<file path="config.mk">
export PLATFORM = sky130hd
export DESIGN_NAME = ldst_port_requester
export DESIGN_NICKNAME = d
export VERILOG_FILES = /design/src/rtl/ldst_req_pkg.sv /design/src/rtl/ldst_req_fsm.sv /design/src/rtl/ldst_req_cmd_hold.sv /design/src/rtl/ldst_req_capture.sv /design/src/rtl/ldst_port_requester.sv
export SDC_FILE = /design/constraint.sdc
export NUM_CORES = 1
export LEC_CHECK = 0
export BUFFER_PORTS_ARGS = -buffer_cell sky130_fd_sc_hd__buf_2
export CAP_MARGIN = 5
export CORE_AREA = 2 2 148 150
export CTS_CLUSTER_SIZE = 8
export DETAILED_ROUTE_END_ITERATION = 8
export DIE_AREA = 0 0 150 152
export PLACE_DENSITY = 0.64
export SYNTH_ARGS = -nofsm -noshare
export SYNTH_HDL_FRONTEND = slang
export SYNTH_SLANG_ARGS = --single-unit
</file>
<file path="constraint.sdc">
create_clock -name clk -period 5.15 [get_ports clk]
set_clock_uncertainty 0.15 [all_clocks]
set_input_delay 1.03 -clock clk [delete_from_list [all_inputs] [get_ports clk]]
set_output_delay 1.03 -clock clk [all_outputs]
set_load 0.02 [all_outputs]
</file>
<file path="src/rtl/ldst_req_pkg.sv">
package ldst_req_pkg;

  typedef enum logic [2:0] {
    S_IDLE    = 3'd0,
    S_ADDR    = 3'd1,
    S_LDWAIT  = 3'd2,
    S_STSEND  = 3'd3,
    S_STDRAIN = 3'd4
  } req_state_e;

  typedef enum logic [1:0] {
    END_NONE  = 2'd0,
    END_LOAD  = 2'd1,
    END_STORE = 2'd2,
    END_FAULT = 2'd3
  } end_kind_e;

  // Which kind of completion (if any) happens in this cycle.
  function automatic end_kind_e classify_end(req_state_e s, logic is_store,
                                             logic ack, logic fault,
                                             logic ldv, logic busy);
    end_kind_e k;
    k = END_NONE;
    case (s)
      S_ADDR: begin
        if (fault) k = END_FAULT;
        else if (ack && !is_store && ldv) k = END_LOAD;
      end
      S_LDWAIT:  if (ldv) k = END_LOAD;
      S_STDRAIN: if (!busy) k = END_STORE;
      default:   k = END_NONE;
    endcase
    return k;
  endfunction

  function automatic req_state_e next_state(req_state_e s, logic is_store,
                                            logic start, logic abort,
                                            logic ack, logic fault,
                                            logic ldv, logic busy);
    req_state_e n;
    n = s;
    if (s != S_IDLE && abort) begin
      n = S_IDLE;
    end else begin
      case (s)
        S_IDLE: if (start) n = S_ADDR;
        S_ADDR: begin
          if (fault) n = S_IDLE;
          else if (ack) begin
            if (is_store) n = S_STSEND;
            else if (ldv) n = S_IDLE;
            else n = S_LDWAIT;
          end
        end
        S_LDWAIT:  if (ldv) n = S_IDLE;
        S_STSEND:  n = S_STDRAIN;
        S_STDRAIN: if (!busy) n = S_IDLE;
        default:   n = S_IDLE;
      endcase
    end
    return n;
  endfunction

  // Value returned upstream on completion.
  function automatic logic [63:0] result_word(end_kind_e k, logic [63:0] ld);
    return (k == END_LOAD) ? ld : 64'd0;
  endfunction

endpackage

</file>
<file path="src/rtl/ldst_req_fsm.sv">
module ldst_req_fsm
  import ldst_req_pkg::*;
(
  input  logic       clk,
  input  logic       rst_n,
  input  logic       cmd_valid_i,
  input  logic       is_store_q_i,
  input  logic       abort_i,
  input  logic       port_busy_i,
  input  logic       port_addr_ack_i,
  input  logic       port_fault_i,
  input  logic       port_ld_valid_i,
  output req_state_e state_o,
  output logic       cmd_ready_o,
  output logic       ev_accept_o,
  output logic       ev_abort_o,
  output end_kind_e  ev_end_o
);

  req_state_e state_q, state_d;
  logic       active;

  assign active      = (state_q != S_IDLE);
  assign cmd_ready_o = !active && !port_busy_i;
  assign ev_accept_o = cmd_valid_i && cmd_ready_o;
  assign ev_abort_o  = active && abort_i;
  assign ev_end_o    = ev_abort_o ? END_NONE :
                       classify_end(state_q, is_store_q_i, port_addr_ack_i,
                                    port_fault_i, port_ld_valid_i, port_busy_i);

  always_comb begin
    state_d = next_state(state_q, is_store_q_i, ev_accept_o, abort_i,
                         port_addr_ack_i, port_fault_i, port_ld_valid_i,
                         port_busy_i);
  end

  always_ff @(posedge clk or negedge rst_n) begin
    if (!rst_n) state_q <= S_IDLE;
    else        state_q <= state_d;
  end

  assign state_o = state_q;

  assert_ready_not_busy_R1: assert property (@(posedge clk) disable iff (!rst_n)
    cmd_ready_o |-> !port_busy_i);

  assert_accept_starts_R2: assert property (@(posedge clk) disable iff (!rst_n)
    ev_accept_o |=> (state_q == S_ADDR));

  assert_abort_idles_R9: assert property (@(posedge clk) disable iff (!rst_n)
    ev_abort_o |=> (state_q == S_IDLE));

  assert_store_pulse_R5: assert property (@(posedge clk) disable iff (!rst_n)
    (state_q == S_STSEND) |-> $past(port_addr_ack_i));

endmodule

</file>
<file path="src/rtl/ldst_req_cmd_hold.sv">
module ldst_req_cmd_hold #(
  parameter int ADDR_W = 48,
  parameter int LEN_W  = 4,
  parameter int DATA_W = 64
) (
  input  logic              clk,
  input  logic              rst_n,
  input  logic              load_i,
  input  logic              is_store_i,
  input  logic [ADDR_W-1:0] addr_i,
  input  logic [LEN_W-1:0]  len_i,
  input  logic [DATA_W-1:0] wdata_i,
  input  logic              active_i,
  output logic              is_store_o,
  output logic [ADDR_W-1:0] addr_o,
  output logic [LEN_W-1:0]  len_o,
  output logic [DATA_W-1:0] wdata_o
);

  always_ff @(posedge clk or negedge rst_n) begin
    if (!rst_n) begin
      is_store_o <= 1'b0;
      addr_o     <= '0;
      len_o      <= '0;
      wdata_o    <= '0;
    end else if (load_i) begin
      is_store_o <= is_store_i;
      addr_o     <= addr_i;
      len_o      <= len_i;
      wdata_o    <= wdata_i;
    end
  end

  // Held command must not move while an operation is in flight.
  assert_addr_held_R3: assert property (@(posedge clk) disable iff (!rst_n)
    (active_i && $past(active_i)) |-> ($stable(addr_o) && $stable(is_store_o)));

endmodule

</file>
<file path="src/rtl/ldst_req_capture.sv">
module ldst_req_capture
  import ldst_req_pkg::*;
#(
  parameter int DATA_W = 64
) (
  input  logic              clk,
  input  logic              rst_n,
  input  end_kind_e         ev_end_i,
  input  logic [DATA_W-1:0] ld_data_i,
  output logic              done_o,
  output logic              fault_o,
  output logic [DATA_W-1:0] rdata_o
);

  localparam int WORD_W = 64;
  logic [WORD_W-1:0] ld_wide;
  logic [WORD_W-1:0] res_wide;

  generate
    if (DATA_W >= WORD_W) begin : g_narrow
      assign ld_wide = ld_data_i[WORD_W-1:0];
    end else begin : g_pad
      assign ld_wide = {{(WORD_W-DATA_W){1'b0}}, ld_data_i};
    end
  endgenerate

  assign res_wide = result_word(ev_end_i, ld_wide);

  always_ff @(posedge clk or negedge rst_n) begin
    if (!rst_n) begin
      done_o  <= 1'b0;
      fault_o <= 1'b0;
      rdata_o <= '0;
    end else begin
      done_o <= (ev_end_i != END_NONE);
      if (ev_end_i != END_NONE) begin
        fault_o <= (ev_end_i == END_FAULT);
        rdata_o <= DATA_W'(res_wide);
      end
    end
  end

  assert_done_pulse_R8: assert property (@(posedge clk) disable iff (!rst_n)
    done_o |=> !done_o);

  assert_result_hold_R8: assert property (@(posedge clk) disable iff (!rst_n)
    (ev_end_i == END_NONE) |=> ($stable(rdata_o) && $stable(fault_o)));

endmodule

</file>
<file path="src/rtl/ldst_port_requester.sv">
module ldst_port_requester
  import ldst_req_pkg::*;
#(
  parameter int ADDR_W = 48,
  parameter int LEN_W  = 4,
  parameter int DATA_W = 64
) (
  input  logic              clk,
  input  logic              rst_n,
  input  logic              cmd_valid_i,
  output logic              cmd_ready_o,
  input  logic              cmd_is_store_i,
  input  logic [ADDR_W-1:0] cmd_addr_i,
  input  logic [LEN_W-1:0]  cmd_len_i,
  input  logic [DATA_W-1:0] cmd_wdata_i,
  input  logic              abort_i,
  output logic              done_o,
  output logic              done_fault_o,
  output logic [DATA_W-1:0] done_rdata_o,
  output logic              port_ld_req_o,
  output logic              port_st_req_o,
  output logic [LEN_W-1:0]  port_len_o,
  output logic              port_addr_valid_o,
  output logic [ADDR_W-1:0] port_addr_o,
  output logic              port_kill_o,
  input  logic              port_busy_i,
  input  logic              port_addr_ack_i,
  input  logic              port_fault_i,
  input  logic              port_ld_valid_i,
  input  logic [DATA_W-1:0] port_ld_data_i,
  output logic              port_st_valid_o,
  output logic [DATA_W-1:0] port_st_data_o
);

  req_state_e state;
  logic       ev_accept, ev_abort, is_store_q, active;
  end_kind_e  ev_end;

  ldst_req_fsm u_fsm (
    .clk            (clk),
    .rst_n          (rst_n),
    .cmd_valid_i    (cmd_valid_i),
    .is_store_q_i   (is_store_q),
    .abort_i        (abort_i),
    .port_busy_i    (port_busy_i),
    .port_addr_ack_i(port_addr_ack_i),
    .port_fault_i   (port_fault_i),
    .port_ld_valid_i(port_ld_valid_i),
    .state_o        (state),
    .cmd_ready_o    (cmd_ready_o),
    .ev_accept_o    (ev_accept),
    .ev_abort_o     (ev_abort),
    .ev_end_o       (ev_end)
  );

  assign active = (state != S_IDLE);

  ldst_req_cmd_hold #(.ADDR_W(ADDR_W), .LEN_W(LEN_W), .DATA_W(DATA_W)) u_hold (
    .clk       (clk),
    .rst_n     (rst_n),
    .load_i    (ev_accept),
    .is_store_i(cmd_is_store_i),
    .addr_i    (cmd_addr_i),
    .len_i     (cmd_len_i),
    .wdata_i   (cmd_wdata_i),
    .active_i  (active),
    .is_store_o(is_store_q),
    .addr_o    (port_addr_o),
    .len_o     (port_len_o),
    .wdata_o   (port_st_data_o)
  );

  ldst_req_capture #(.DATA_W(DATA_W)) u_cap (
    .clk      (clk),
    .rst_n    (rst_n),
    .ev_end_i (ev_end),
    .ld_data_i(port_ld_data_i),
    .done_o   (done_o),
    .fault_o  (done_fault_o),
    .rdata_o  (done_rdata_o)
  );

  assign port_ld_req_o     = active && !is_store_q;
  assign port_st_req_o     = active && is_store_q;
  assign port_addr_valid_o = active;
  assign port_st_valid_o   = (state == S_STSEND);
  assign port_kill_o       = ev_abort;

  assert_one_req_R2: assert property (@(posedge clk) disable iff (!rst_n)
    !(port_ld_req_o && port_st_req_o));

  assert_st_single_R5: assert property (@(posedge clk) disable iff (!rst_n)
    port_st_valid_o |=> !port_st_valid_o);

  assert_kill_drops_R9: assert property (@(posedge clk) disable iff (!rst_n)
    port_kill_o |=> (!port_addr_valid_o && !done_o));

  assert_fault_done_R4: assert property (@(posedge clk) disable iff (!rst_n)
    (port_fault_i && state == S_ADDR && !abort_i) |=> (done_o && done_fault_o));

endmodule

</file>
==> results.yml, run 1 <==
placement:
  finalWeightedCongestion: 0.775
  portBuffers: 376
  preCtsSetupSlack_ns: 2.05
  placed_area_um2: 9060
  dp_hpwl_um: 12000
yosys:
  ys_ff_latch: 186
  ys_warn_count: 0
  synth.area.top_cells: "dfrtp_1 66%, mux2_1 19%, a22o_1 8.0%, buf_6 1.6%, buf_8 0.86%"
  ys_seq_area_frac: 0.665
  synthDistinctLibCells: 29
  synthesis.nets: 614
  synth_top_area_share: 0.665
  synthMostInstantiatedCell: "dfrtp_1"
  syn-cell-area_um2: 7000
  yosys-top-cells-count: "186 x dfrtp_1, 117 x mux2_1, 64 x a22o_1"
  yosysTopAreaCell: "dfrtp_1"
  async_reset_ff_frac: 1.00
  avgSynthCellArea_um2: 16.5
  synth_cells: 425
  synth-edff-count: 0
  yosys_most_used_dff: "dfrtp_1"
worst_setup_path:
  crit_slowest_cell: "o31a_1"
  required_ns: 3.97
  critPathMaxFanout: 6
  cpMostUsedCell: "buf_2"
  start_kind: "input pin"
  worstPathCellList: "buf_2 > o31a_1 > buf_2"
  cp-end-kind: "primary output"
  critPathKind: "in2out"
  critPathMaxStageDelay_ns: 0.30
  arrival_ns: 1.66
  worst-path-buf-inv: 2
  crit_family: "buffers and inverters"
  crit_start: "abort_i"
  r2r_start: "u_fsm.state_o[1]"
sta:
  tns_ns: 0
  setup_ws_ns: 2.31
  whs_ns: 0.334
  hold_violations: 0
  worst_slew_pin_slew_ns: 0.812
  fin_crit_ns: 2.84
  max_slew_margin: 0.457
  rsz0062_at_grt: "no"
  max_freq_ghz: 0.352
  fin_crit_sh: 0.552
  setup_viol: 0
  slew_viol_final: 0
grt:
  grt_usage: 0.145
  grt_antenna_before_repair: 0
  grt_max_degree: 104
  grt-ovfl-total: 0
  grt_pass1_vias: 5003
  grt_pass1_wl_um: 26000
die:
  die_x_um: 150
  start_util: 0.328
  dieArea_um2: 22800
  fp.coreArea_um2: 21400
  rows: 54
  die_y_um: 152
  ios: 377
clocking:
  cts_made_buffers: 17
  cts_setup_buffers: 0
  cts_tree: "done"
  cts_resized: 0
  cts.clk_slew.worst_paths_ns: 0.07
  cts_max_level: 4
  hold_buffers: 0
  cts_sinks: 186
  clk_path_buf_depth: 2
  cts-root-buf: "clkbuf_16"
  insertion_delay_ns: 0.42
power:
  power_uw: 4810
  ir_drop_uv: 215
  power_density_nw_per_um2: 498
  power.leakage_uw: 0.00500
final_layout:
  area.growth.synth_to_final_pct: 37.9
  stdcell_area_um2: 9650
  num_antenna_cells: 0
  fin_nets: 986
  drive_above_1_share: 0.515
drt:
  post_drt_wl_per_cell_um: 15.3
  drtIter0Drc: 262
  dr.pass1.iters: 4
  postRouteAntennaNets: 0
  routed_wl_um: 16700
  remaining_drc_errors: 0
  num_vias: 4904
  vias_per_cell: 4.51
min_path:
  hp-start: "u_hold.wdata_o[39]"
  hold_path.class: "reg2reg"
run:
  maxCapViolCount: 0
run_status:
  status: "complete, no violations"
## metrics by stage
stage                util  instances
floorplan               -        425
detailed placement  0.424       1058
finish              0.452       1088
global route        0.452       1088
CTS                 0.452       1088
global placement    0.424       1058
## worst paths after layout
path	end	slack (ns)	depth (start not counted)
max	port_kill_o	2.31	3
min reg2reg	u_hold.wdata_o[39]	0.33	1
min	u_hold.wdata_o[39]	0.33	1
max in group asynchronous	u_hold.wdata_o[44]	3.40	2
min in group asynchronous	u_hold.wdata_o[1]	0.52	1
max reg2reg	u_hold.addr_o[18]	2.50	4
## layout make-up
cell class | instances | area [um^2]
Clock buffer | 18 | 429
Clock inverter | 12 | 163
Fill cell | 1977 | 11700
Inverter | 4 | 15.0
Multi-Input combinational cell | 207 | 2090
Sequential cell | 186 | 4650
Tap cell | 280 | 350
Timing Repair Buffer | 381 | 1950
## kinds of logic (layout without fill, tap and decap cells)
kind of cell	Yosys count	after routing	share of synthesized area
multiplexers	117	117	0.188
buffers and inverters	32	415	0.0386
flip-flops	186	186	0.665
AO/OA/AOI/OAI	73	73	0.0919
AND/OR/NAND/NOR	17	17	0.0166
## metal layers
layer | global-route usage | share of wire | up-vias | wire length, um
met2 | 0.239 | 0.48 | 235 | 8000
met4 | 0.0611 | 0.027 | 0 | 448
met1 | 0.175 | 0.41 | 2340 | 6770
li1 | - | - | 2299 | -
met3 | 0.0444 | 0.088 | 30 | 1470
met5 | 0 | 0 | - | 0
## power by group
group / internal [uW] / switching, uW
Sequential: 1840 / 188
Clock: 767 / 569
Combinational: 568 / 874
Total: 3180 / 1630
## placed cells by master, fill, tap and decap left out, types with 3 or more instances in the layout
cell / n
nor2_1: 7
dfrtp_1: 186
inv_6: 4
a22o_1: 64
bufinv_16: 3
mux2_1: 117
buf_4: 3
inv_1: 3
clkbuf_16: 17
buf_2: 375
## flip-flops by register name (all words and copies together) (netlist names)
signal and cells:
u_hold.is_store_o 1, u_hold.wdata_o 64, u_fsm.state_o 3, u_hold.addr_o 48
u_cap.fault_o 1, u_cap.done_o 1, u_cap.rdata_o 64, u_hold.len_o 4
## worst reg2reg max path, cell delays in order, from the launching register on
cell      delay [ns]
dfrtp_1         0.48
nor3_4          0.30
nand3b_1        0.60
buf_12          0.49
mux2_1          0.50
Power figures use the tool's default switching activity.
==> inputs of run 2 (changes only) <==
clock period = 2.83 ns   (was 5.15 ns; I/O delays follow)
==> run 2 against run 1 <==
Effect of this change:
- count of clock-buffer cells in the layout grew 1
- cell count grew 0.74%
- clock power grew 79%
- cell area grew 1.1%
- total power grew 82%
- hold slack lost 0.14 ns
- setup slack lost 1.8 ns
- utilization grew 0.52 points
- flip-flop and latch count is the same
- combinational power grew 84%
- register-to-register slack lost 2.0 ns
- largest cell class unchanged
- largest power group unchanged
- highest routed layer unchanged
==> results.yml, run 2 (same netlist as run 1, synthesis figures left out) <==
placement:
  dp_hpwl_um: 12300
  placed_area_um2: 9150
  dp.cells: 1063
  portBuffers: 376
  finalWeightedCongestion: 0.783
run:
  maxCapViolCount: 0
power:
  power_density_nw_per_um2: 896
  ir_drop_uv: 393
  power.leakage_uw: 0.00506
drt:
  post_drt_wl_per_cell_um: 15.5
  dr.pass1.iters: 4
  vias_per_cell: 4.47
  postRouteAntennaNets: 0
  drtIter0Drc: 223
  routed_wl_um: 17000
  remaining_drc_errors: 0
  num_vias: 4903
clocking:
  cts_sinks: 186
  cts_resized: 0
  cts_max_level: 4
  cts_tree: "done"
  cts.clk_slew.worst_paths_ns: 0.07
  insertion_delay_ns: 0.41
  cts-root-buf: "clkbuf_16"
  cts_made_buffers: 17
  clk_path_buf_depth: 2
die:
  die_x_um: 150
  start_util: 0.328
  fp.coreArea_um2: 21400
  rows: 54
  die_y_um: 152
  ios: 377
  dieArea_um2: 22800
final_layout:
  fin_util: 0.457
  area.growth.synth_to_final_pct: 39.4
  final_common_cell: "buf_2"
  nFillCells: 1959
  fin_nets: 992
  stdcell_area_um2: 9760
  mostFrequentLayoutCells: "375 x buf_2, 186 x dfrtp_1, 117 x mux2_1"
  largest_registers: "u_cap.rdata_o (64), u_hold.wdata_o (64), u_hold.addr_o (48)"
  num_antenna_cells: 0
  drive_above_1_share: 0.520
  finalNonFillerCells: 1096
grt:
  grt_pass1_vias: 5185
  grt-ovfl-total: 0
  grt_antenna_before_repair: 0
  grt_pass1_wl_um: 26800
  grt_usage: 0.149
  grt_max_degree: 65
sta:
  rsz0062_at_grt: "no"
  whs_ns: 0.191
  slew_viol_final: 0
  setup_viol: 0
  max_slew_margin: 0.545
  fin_crit_ns: 2.29
  hold_violations: 0
  worst_slew_pin_slew_ns: 0.683
  fin_crit_sh: 0.808
  tns_ns: 0
  max_freq_ghz: 0.437
worst_setup_path:
  arrival_ns: 1.57
  critPathMaxFanout: 9
  start_kind: "register"
  required_ns: 2.11
  cp-end-kind: "primary output"
  critPathKind: "reg2out"
min_path:
  hold_path.class: "in2reg"
run_status:
  status: "complete, no violations"
-- run 2: cell count changes in the layout (fill, tap and decap cells not counted), sizes merged --
cell         change
bufinv           -2
clkinv           +2
clkbuf           +1
clkinvlp         -1
buf              +5
dlygate4sd3      +1
inv              +2
-- run 2: power breakdown --
group | internal, uW | switching, uW
registers | 3350 | 349
logic | 1050 | 1590
clock network | 1310 | 1090
total | 5710 | 3040
-- run 2: layout make-up --
type                    instances  area (um^2)  share of cell area
multi-input cells             207         2090               0.214
clock buffers                  19          453              0.0464
clock inverters                13          151              0.0155
well taps                     280          350              0.0359
repair buffers                387         2050               0.210
inverters                       4         15.0             0.00154
flip-flops and latches        186         4650               0.477
-- run 2: critical path: stages (launching register included) --
cell     delay [ns]
dfrtp_1        0.54
o31a_1         0.38
buf_2          0.24
-- run 2: final timing paths --
| kind | from | to | slack (ns) | cells past startpoint |
|---|---|---|---|---|
| setup / recovery | u_fsm.state_o[0] | port_kill_o | 0.54 | 2 |
| hold / removal | abort_i | u_fsm.state_o[2] | 0.19 | 2 |
| setup reg to reg | u_fsm.state_o[1] | u_cap.rdata_o[25] | 0.55 | 5 |
| hold reg to reg | u_hold.wdata_o[29] | u_hold.wdata_o[29] | 0.33 | 1 |
| max in group asynchronous | rst_n | u_hold.addr_o[18] | 1.27 | 3 |
| min in group asynchronous | rst_n | u_hold.wdata_o[2] | 0.55 | 2 |
-- run 2: what timing repair did --
action | in CTS | in global routing
hold buffers | 1 | 0
hold endpoints to repair | 50 | 0
setup buffers | 0 | 0
-- run 2: metal layers --
metal	wire [um]	part of all wire	vias up	track usage
met5	0	0	-	0
met4	306	0.018	0	0.0499
met3	1330	0.078	20	0.0399
met2	8470	0.50	224	0.257
met1	6850	0.40	2352	0.179
li1	-	-	2307	-
-- run 2: stage by stage --
stage / setup WS, ns / power, uW
finish: 0.543 / 8750
detailed placement: 0.506 / 6440
floorplan: 0.907 / 5340
global route: 0.399 / 9260
CTS: 0.506 / 8880
global placement: 0.561 / 6400
